`config.mk`:
```
export PLATFORM = sky130hd
export DESIGN_NAME = keyword_sentinel
export DESIGN_NICKNAME = d
export VERILOG_FILES = /design/src/rtl/kw_pkg.sv /design/src/rtl/kw_code_map.sv /design/src/rtl/kw_prefix_step.sv /design/src/rtl/keyword_sentinel.sv
export SDC_FILE = /design/constraint.sdc
export NUM_CORES = 1
export LEC_CHECK = 0
export ABC_AREA = 1
export BUFFER_PORTS_ARGS = -buffer_cell sky130_fd_sc_hd__buf_4
export CAP_MARGIN = 5
export CORE_MARGIN = 5
export CORE_UTILIZATION = 40
export CTS_CLUSTER_DIAMETER = 60
export DETAILED_ROUTE_END_ITERATION = 8
export PLACE_DENSITY = 0.67
export SETUP_SLACK_MARGIN = 0.3
export SLEW_MARGIN = 5
export SYNTH_ARGS = -nofsm -noshare
export SYNTH_HDL_FRONTEND = slang
export SYNTH_HIERARCHICAL = 1
export SYNTH_SLANG_ARGS = --single-unit
```
`constraint.sdc`:
```
create_clock -name clk -period 6.3 [get_ports clk]
set_input_delay 0.945 -clock clk [delete_from_list [all_inputs] [get_ports clk]]
set_output_delay 0.945 -clock clk [all_outputs]
set_load 0.02 [all_outputs]
```
`src/rtl/kw_pkg.sv`:
```
`timescale 1ns/1ps
package kw_pkg;

  typedef enum logic [1:0] {
    CODE_BIN    = 2'd0,
    CODE_ONEHOT = 2'd1,
    CODE_PAR    = 2'd2,
    CODE_SEC    = 2'd3
  } code_style_e;

  localparam int CODE_MAX = 64;

  function automatic int idx_bits(input int n);
    return (n < 2) ? 1 : $clog2(n);
  endfunction

  // check bits needed for single-error correction of d data bits
  function automatic int sec_checks(input int d);
    int r;
    r = 0;
    while ((1 << r) < d + r + 1) r++;
    return r;
  endfunction

  function automatic int code_width(input code_style_e s, input int n);
    case (s)
      CODE_BIN:    return idx_bits(n);
      CODE_ONEHOT: return n;
      CODE_PAR:    return idx_bits(n) + 1;
      default:     return idx_bits(n) + sec_checks(idx_bits(n));
    endcase
  endfunction

  // how many flipped bits a stored code may carry and still decode
  function automatic int code_slack(input code_style_e s);
    return (s == CODE_SEC) ? 1 : 0;
  endfunction

  // code word for state number idx
  function automatic logic [CODE_MAX-1:0] code_word(input code_style_e s, input int n, input int idx);
    logic [CODE_MAX-1:0] w;
    int d;
    int r;
    int k;
    logic par;
    w = '0;
    d = idx_bits(n);
    case (s)
      CODE_BIN: w = CODE_MAX'(idx);
      CODE_ONEHOT: w[idx] = 1'b1;
      CODE_PAR: begin
        w = CODE_MAX'(idx);
        par = 1'b0;
        for (int j = 0; j < d; j++) par = par ^ w[j];
        w[d] = par;
      end
      default: begin
        r = sec_checks(d);
        k = 0;
        // data bits sit at the positions that are not powers of two
        for (int p = 1; p <= d + r; p++) begin
          if ((p & (p - 1)) != 0) begin
            w[p-1] = idx[k];
            k++;
          end
        end
        for (int j = 0; j < r; j++) begin
          par = 1'b0;
          for (int p = 1; p <= d + r; p++) begin
            if ((((p >> j) & 1) == 1) && ((p & (p - 1)) != 0)) par = par ^ w[p-1];
          end
          w[(1 << j) - 1] = par;
        end
      end
    endcase
    return w;
  endfunction

  // longest key prefix that ends the stream "prefix(len) followed by b",
  // limited to n-1 so that a full match falls back to its longest border
  function automatic int prefix_after(input logic [CODE_MAX-1:0] key, input int n,
                                      input int len, input logic b);
    int res;
    int pos;
    logic ok;
    logic sb;
    res = 0;
    for (int k = 1; k < n; k++) begin
      if (k <= len + 1) begin
        ok = 1'b1;
        for (int i = 0; i < k; i++) begin
          pos = len + 1 - k + i;
          sb = (pos == len) ? b : key[n-1-pos];
          if (sb != key[n-1-i]) ok = 1'b0;
        end
        if (ok) res = k;
      end
    end
    return res;
  endfunction

endpackage

```
`src/rtl/kw_code_map.sv`:
```
`timescale 1ns/1ps
// Translates between state numbers and stored state codes.
module kw_code_map #(
  parameter kw_pkg::code_style_e STYLE = kw_pkg::CODE_SEC,
  parameter int N  = 16,
  parameter int SW = kw_pkg::code_width(STYLE, N),
  parameter int IW = kw_pkg::idx_bits(N)
) (
  input  logic [SW-1:0] code_q,
  input  logic [IW-1:0] nxt_idx,
  output logic [IW-1:0] cur_idx,
  output logic [SW-1:0] nxt_code
);
  localparam int SLACK = kw_pkg::code_slack(STYLE);

  logic [SW-1:0] words [N];
  logic [N-1:0]  near;

  for (genvar i = 0; i < N; i++) begin : g_word
    localparam logic [SW-1:0] CW = SW'(kw_pkg::code_word(STYLE, N, i));
    assign words[i] = CW;
    // a stored value belongs to state i if it is within SLACK flips of its word
    assign near[i]  = ($countones(code_q ^ CW) <= SLACK);
  end

  // a value that belongs to no state falls back to idle (state 0)
  always_comb begin
    cur_idx = '0;
    for (int i = 0; i < N; i++) begin
      if (near[i]) cur_idx = IW'(i);
    end
  end

  assign nxt_code = words[nxt_idx];

endmodule

```
`src/rtl/kw_prefix_step.sv`:
```
`timescale 1ns/1ps
// Prefix-tracking transition logic; the table is computed from KEY at elaboration.
module kw_prefix_step #(
  parameter int N = 16,
  parameter logic [N-1:0] KEY = 16'hA5A5,
  parameter int IW = kw_pkg::idx_bits(N)
) (
  input  logic [IW-1:0] cur_idx,
  input  logic          take,
  input  logic          bit_in,
  output logic [IW-1:0] nxt_idx,
  output logic          last_hit
);
  localparam logic [kw_pkg::CODE_MAX-1:0] KEY_W = 64'(KEY);

  logic [IW-1:0] go0 [N];
  logic [IW-1:0] go1 [N];

  for (genvar s = 0; s < N; s++) begin : g_row
    localparam int ON0 = kw_pkg::prefix_after(KEY_W, N, s, 1'b0);
    localparam int ON1 = kw_pkg::prefix_after(KEY_W, N, s, 1'b1);
    assign go0[s] = IW'(ON0);
    assign go1[s] = IW'(ON1);
  end

  always_comb begin
    if (take) nxt_idx = bit_in ? go1[cur_idx] : go0[cur_idx];
    else      nxt_idx = cur_idx;
  end

  assign last_hit = take && (cur_idx == IW'(N - 1)) && (bit_in == KEY[0]);

endmodule

```
`src/rtl/keyword_sentinel.sv`:
```
`timescale 1ns/1ps
module keyword_sentinel #(
  parameter int KEY_BITS = 16,
  parameter logic [KEY_BITS-1:0] KEY = 16'hA5A5,
  parameter kw_pkg::code_style_e STYLE = kw_pkg::CODE_SEC,
  parameter int SW = kw_pkg::code_width(STYLE, KEY_BITS)
) (
  input  logic          clk,
  input  logic          rst,
  input  logic          s_valid,
  output logic          s_ready,
  input  logic          s_bit,
  input  logic [SW-1:0] flip_mask,
  output logic          hit
);
  localparam int IW = kw_pkg::idx_bits(KEY_BITS);
  localparam logic [SW-1:0] IDLE_CODE = SW'(kw_pkg::code_word(STYLE, KEY_BITS, 0));

  logic [SW-1:0] state_q;
  logic [SW-1:0] nxt_code;
  logic [IW-1:0] cur_idx;
  logic [IW-1:0] nxt_idx;
  logic          take;
  logic          last_hit;

  assign s_ready = 1'b1;
  assign take    = s_valid & s_ready;

  kw_code_map #(
    .STYLE (STYLE),
    .N     (KEY_BITS),
    .SW    (SW),
    .IW    (IW)
  ) u_map (
    .code_q   (state_q),
    .nxt_idx  (nxt_idx),
    .cur_idx  (cur_idx),
    .nxt_code (nxt_code)
  );

  kw_prefix_step #(
    .N   (KEY_BITS),
    .KEY (KEY),
    .IW  (IW)
  ) u_step (
    .cur_idx  (cur_idx),
    .take     (take),
    .bit_in   (s_bit),
    .nxt_idx  (nxt_idx),
    .last_hit (last_hit)
  );

  // every clock rewrites a clean code, which scrubs any earlier upset
  always_ff @(posedge clk) begin
    if (rst) begin
      state_q <= IDLE_CODE;
      hit     <= 1'b0;
    end else begin
      state_q <= nxt_code ^ flip_mask;
      hit     <= last_hit;
    end
  end

endmodule

```
==> results of run 1 <==
## placed cells by master, fill, tap and decap left out, drive strengths merged
cell | netlist | final
o211ai | 1 | 1
fa | 50 | 50
ha | 36 | 36
o21bai | 1 | 1
a31oi | 1 | 1
nand2 | 69 | 69
nand4 | 1 | 1
a21boi | 1 | 1
clkbuf | 0 | 3
o221ai | 1 | 1
buf | 5 | 13
a21oi | 8 | 8
nor3 | 1 | 1
inv | 67 | 67
a31o | 2 | 2
clkinv | 1 | 1
nand3 | 6 | 6
or2 | 1 | 1
nor2 | 26 | 26
xor2 | 3 | 3
conb | 1 | 1
a211oi | 3 | 3
o21ai | 7 | 7
dfxtp | 8 | 8
## final timing paths
check        cells past startpoint          to  startpoint
max                             30  state_q[3]  state_q[1]
min                              2         hit         rst
max reg2reg                     30  state_q[3]  state_q[1]
min reg2reg                     14         hit  state_q[3]
## critical path, delay by kind of cell, from the launching register on
family                     cells  cell delay (ns)
adders and majority gates      5             2.16
and+or+nand+nor               19             1.26
DFF                            1             0.51
xor gates and xnor gates       2             0.51
buffers and inverters          3             0.40
AOI/OAI and AO/OA              1             0.25
## synth_stat cells (2+ instances only)
library cell / instances
nor2_1: 25
xor2_1: 3
a211oi_2: 2
nand3_1: 5
a21oi_1: 8
o21ai_1: 3
buf_4: 5
ha_1: 36
inv_2: 5
nand2_1: 67
a31o_1: 2
inv_1: 62
fa_1: 50
dfxtp_1: 8
o21ai_0: 3
## registers in the layout (all words and copies together), names as in the netlist
| name | flops |
|---|---|
| state_q | 7 |
| hit | 1 |
## final cells by class
class                   count  area (um2)
flip-flops and latches      8         160
repair buffers             13        97.6
inverters                  68         255
fillers                   630        3510
well taps                  77        96.3
multi-input cells         219        2080
clock buffers               3        41.3
## cell families after synthesis
group                    synth area share
adder cells (fa/ha/maj)             0.573
AO/OA/AOI/OAI                      0.0676
XOR/XNOR                           0.0104
other                             0.00148
buffers and inverters               0.115
flip-flops                         0.0632
AND/OR/NAND/NOR                     0.169
## metrics by stage
step	hold slack, ns	worst slack (ns)	utilization	std cells
2_1_floorplan	1.02	1.51	-	300
3_3_place_gp	1.12	1.20	0.431	385
3_5_place_dp	1.12	1.08	0.431	385
4_1_cts	0.883	1.08	0.438	388
5_1_grt	0.898	0.648	0.438	388
6_report	0.885	1.08	0.438	388
## layer usage
metal	wire, um	share of wire	global-route usage	vias to the layer above
met5	0	0	0	-
met4	34	0.0071	0.0203	0
met3	119	0.025	0.0100	4
met2	2380	0.50	0.240	28
met1	2230	0.47	0.180	895
li1	-	-	-	908
==> flow_metrics.tcl, run 1 <==
set metrics [dict create \
    routed_wl_um 4760 \
    drv_cap 0 \
    dp_hpwl_um 4210 \
    routed_via_density 4.73 \
    ant_nets 0 \
    synth.distinct_cells 31 \
    syn_inst 300 \
    finalSetupViolations 0 \
    avgRoutedWirePerCell_um 12.3 \
    ys_seq_area_frac 0.0632 \
    grt.total_usage 0.134 \
    cts_buffers 3 \
    yosysWarnings 6 \
    placed_area_mm2 0.00269 \
    gp_congestion 0.898 \
    cts_tree "yes" \
    rows 29 \
    drt-initial-drc-count 73 \
    cts_buffer_depth 2 \
    hold_violations 0 \
    insertion_delay_ns 0.23 \
    syn_area_mm2 0.00253 \
    rsz0062_at_grt "no" \
    dieWidth_um 89.6 \
    fin_skew_ns 0.00223 \
    vias 1835 \
    syn_nets 397 \
    core-area_mm2 0.00624 \
    root_buffer "clkbuf_8" \
    synth_top_area_frac 0.395 \
    worst_slew_pin_slew_ns 0.543 \
    rrSetupSlack_ns 1.08 \
    crit_arrival_ns 5.34 \
    critPathMaxFanout 7 \
    grt_pass1_wl_um 8380 \
    setup_tns_ns 0 \
    ioPinCount 13 \
    start_util 0.406 \
    syn_area_per_cell_um2 8.45 \
    io_buffers 11 \
    slowest_stage "fa_1" \
    clock-sinks 8 \
    cts.clk_slew.worst_paths_ns 0.04 \
    postCtsSetupRepairBufs 0 \
    worstHoldPathType "in -> reg" \
    critical_path_required_ns 6.42 \
    end_kind "register" \
    n_antenna_cell 0 \
    async_flop_share 0 \
    syn_to_final_growth_pct 7.80 \
    cp_slowest_stage_delay_ns 0.60 \
    fmax_mhz 192 \
    worst_path_most_repeated_cell "nand2_1" \
    yosysTopAreaCell "fa_1" \
    final_max_slew_viol_count 0 \
    synth.area.top_cells "fa_1, ha_1, nand2_1, inv_1, dfxtp_1" \
    drtPass1Iterations 5 \
    period_minus_slack_ns 5.22 \
    antenna_found_initial 0 \
    startpoint_type "register" \
    ys.flop_type "dfxtp_1" \
    grt-ovfl-total 0 \
    die-area_mm2 0.00803 \
    crit_type "reg -> reg" \
    synth_edf_count 0 \
    h-tree-depth 1 \
    die_h_um 89.6 \
    grt_pass1_vias 1798 \
    hold_buffers 0 \
    grt_max_degree 9 \
    maxSlewHeadroom 0.638 \
    fin_nets 410 \
    drc 0 \
    fin_area_mm2 0.00273 \
    status "complete, no violations" \
    drive_gt1_frac 0.0932 \
    synth_seq_cells 8 \
    fin_crit_sh 0.829 \
    cts-resized-gates 0 \
]
Power of run 1 is left out: the tool's default activity adds up to more than one toggle a clock period on the data nets, which glitch-free logic cannot reach.
==> run 2, diff against run 1 <==
- ABC_AREA: 1 -> 0
- clock period: 6.3 -> 5.2 ns (I/O delays scaled with it)
==> flow_metrics.tcl, run 2 <==
set metrics [dict create \
    status "complete, no violations" \
    synth.area.top_cells "fa_1, ha_1, inv_1, dfxtp_1, xnor2_1" \
    yosysWarnings 6 \
    grt.total_usage 0.139 \
    root_buffer "clkbuf_8" \
    synth_compound_area_frac 0.104 \
    ys_seq_area_frac 0.0632 \
    fin_nets 382 \
    cts_tree "yes" \
    insertion_delay_ns 0.23 \
    rsz0062_at_grt "yes" \
    yosysTopAreaCell "fa_1" \
    startpoint_type "register" \
    drtPass1Iterations 4 \
    grt-ovfl-total 0 \
    ioPinCount 13 \
    vias 1743 \
    mostFrequentLayoutCells "fa_1, inv_1, ha_1" \
    critPathMaxFanout 5 \
    synthSimpleGateAreaFrac 0.112 \
    routed_wl_um 5260 \
    rows 29 \
    grt_pass1_wl_um 8540 \
    fmax_mhz 203 \
    ant_nets 0 \
    worstHoldPathType "in -> reg" \
    end_kind "register" \
    die_h_um 89.6 \
    die-area_mm2 0.00802 \
    drt-initial-drc-count 48 \
    n_antenna_cell 0 \
    synth_commonest_cells "fa_1, inv_1, ha_1" \
    async_flop_share 0 \
    top_regs "state_q: 7 flops, hit: 1 flops" \
    fin_skew_ns 0.000822 \
    critical_path_required_ns 5.32 \
    dp_hpwl_um 4450 \
    cts_buffers 3 \
    ys.flop_type "dfxtp_1" \
    syn_area_mm2 0.00253 \
    fin_crit_sh 0.948 \
    final_max_slew_viol_count 0 \
    drive_gt1_frac 0.268 \
    routed_via_density 4.83 \
    dieWidth_um 89.6 \
    slowest_stage "fa_1" \
    cts_buffer_depth 2 \
    finalSetupViolations 0 \
    hold_violations 0 \
    antenna_found_initial 0 \
    crit_chain "buf_12 > fa_1 > fa_1 > fa_1 > inv_1 > fa_1 > nand2_1 > a21boi_1 > o21ai_2 > a311oi_2 > o31ai_2 > buf_4 > ha_1 > mux2i_4 > nor4b_2 > a311o_2 > xnor2_2 > nor3_1 > a21oi_1 > xnor2_1 > nor2_1" \
    io_buffers 11 \
    avgRoutedWirePerCell_um 14.6 \
    synth_seq_cells 8 \
    cp_slowest_stage_delay_ns 0.55 \
    gp_congestion 0.861 \
    cts.clk_slew.worst_paths_ns 0.04 \
    grt_max_degree 12 \
    h-tree-depth 1 \
    synthAdderAreaFrac 0.573 \
    synth.distinct_cells 47 \
    syn_inst 258 \
    syn_to_final_growth_pct 19.1 \
    syn_nets 355 \
    layout_commonest_cell "fa_1" \
    synth_top_family_by_area "adder cells" \
    syn_area_per_cell_um2 9.82 \
    crit_arrival_ns 5.04 \
    setup_tns_ns 0 \
    largest_reg_flops 7 \
    grt_pass1_vias 1842 \
    clock-sinks 8 \
    synth-xor-area-share 0.0346 \
    worst_path_most_repeated_cell "fa_1" \
    start_util 0.406 \
    drc 0 \
    synth_mux_area_frac 0.0119 \
    crit_type "reg -> reg" \
    synth_edf_count 0 \
    core-area_mm2 0.00624 \
    drv_cap 0 \
    synth_top_area_frac 0.395 \
    period_minus_slack_ns 4.93 \
    top_register "state_q" \
]
run 2: changes by cell type in the layout (fill, tap and decap cells not counted), moves of 3 or more:
cell,previous run,this run
nand2_1,67,16
inv_1,62,44
buf_4,13,29
nor2_1,25,16
xnor2_1,0,8
dfxtp_1,8,2
a21oi_2,0,4
dfxtp_2,0,4
ha_1,36,32
ha_4,0,3
o21ai_1,3,0
run 2: logic make-up (layout without fill, tap and decap cells):
kind of cell,count (synthesis),after routing
AO/OA/AOI/OAI,37,37
adder cells (fa/ha/maj),86,86
other,1,1
buffers and inverters,58,84
AND/OR/NAND/NOR,55,55
multiplexers,3,3
XOR/XNOR,10,10
flip-flops,8,8
run 2: worst paths after layout:
path,startpoint,end,slack (ns),cells after the start
max,state_q[4],state_q[1],0.27,21
min,rst,state_q[6],0.77,2
max reg2reg,state_q[4],state_q[1],0.27,21
min reg2reg,state_q[5],hit,1.62,9
run 2: area by class of cell:
class,instances,area (um2)
well taps,77,96.3
fillers,576,3220
repair buffers,30,238
flip-flops and latches,8,173
multi-input cells,192,2270
inverters,50,195
clock buffers,4,45.0
run 2: metrics by stage:
stage	hold slack (ns)	std cells	util	worst slack, ns	area [um2]
final	0.773	361	0.483	0.273	3020
after global routing	0.782	361	0.483	0.0736	3020
after CTS	0.764	356	0.457	0.255	2850
after detailed placement	1.01	351	0.445	0.115	2780
after global placement	1.01	351	0.445	0.141	2780
after floorplan	0.925	258	-	0.305	2570
run 2: worst max-delay path, delay by kind of cell, from the launching register on:
family	cells	cell delay [ns]
simple gates	4	0.32
buf+inv	3	0.38
xor+xnor	2	0.38
mux	1	0.14
flops	1	0.36
compound gates	6	1.23
fa+ha+maj	5	2.00
run 2: layer usage:
| metal | part of all wire | track usage | up-vias |
|---|---|---|---|
| met2 | 0.51 | 0.247 | 25 |
| met4 | 0.0059 | 0.0230 | 0 |
| li1 | - | - | 863 |
| met5 | 0 | 0 | - |
| met3 | 0.023 | 0.0164 | 4 |
| met1 | 0.46 | 0.182 | 851 |
run 2: what timing repair did:
action	4_1_cts	5_1_grt
pin swaps	2	11
setup endpoints to repair	3	3
resized for setup	7	25
hold buffers	0	0
setup buffers	1	5
Power of run 2 is left out for the same reason.
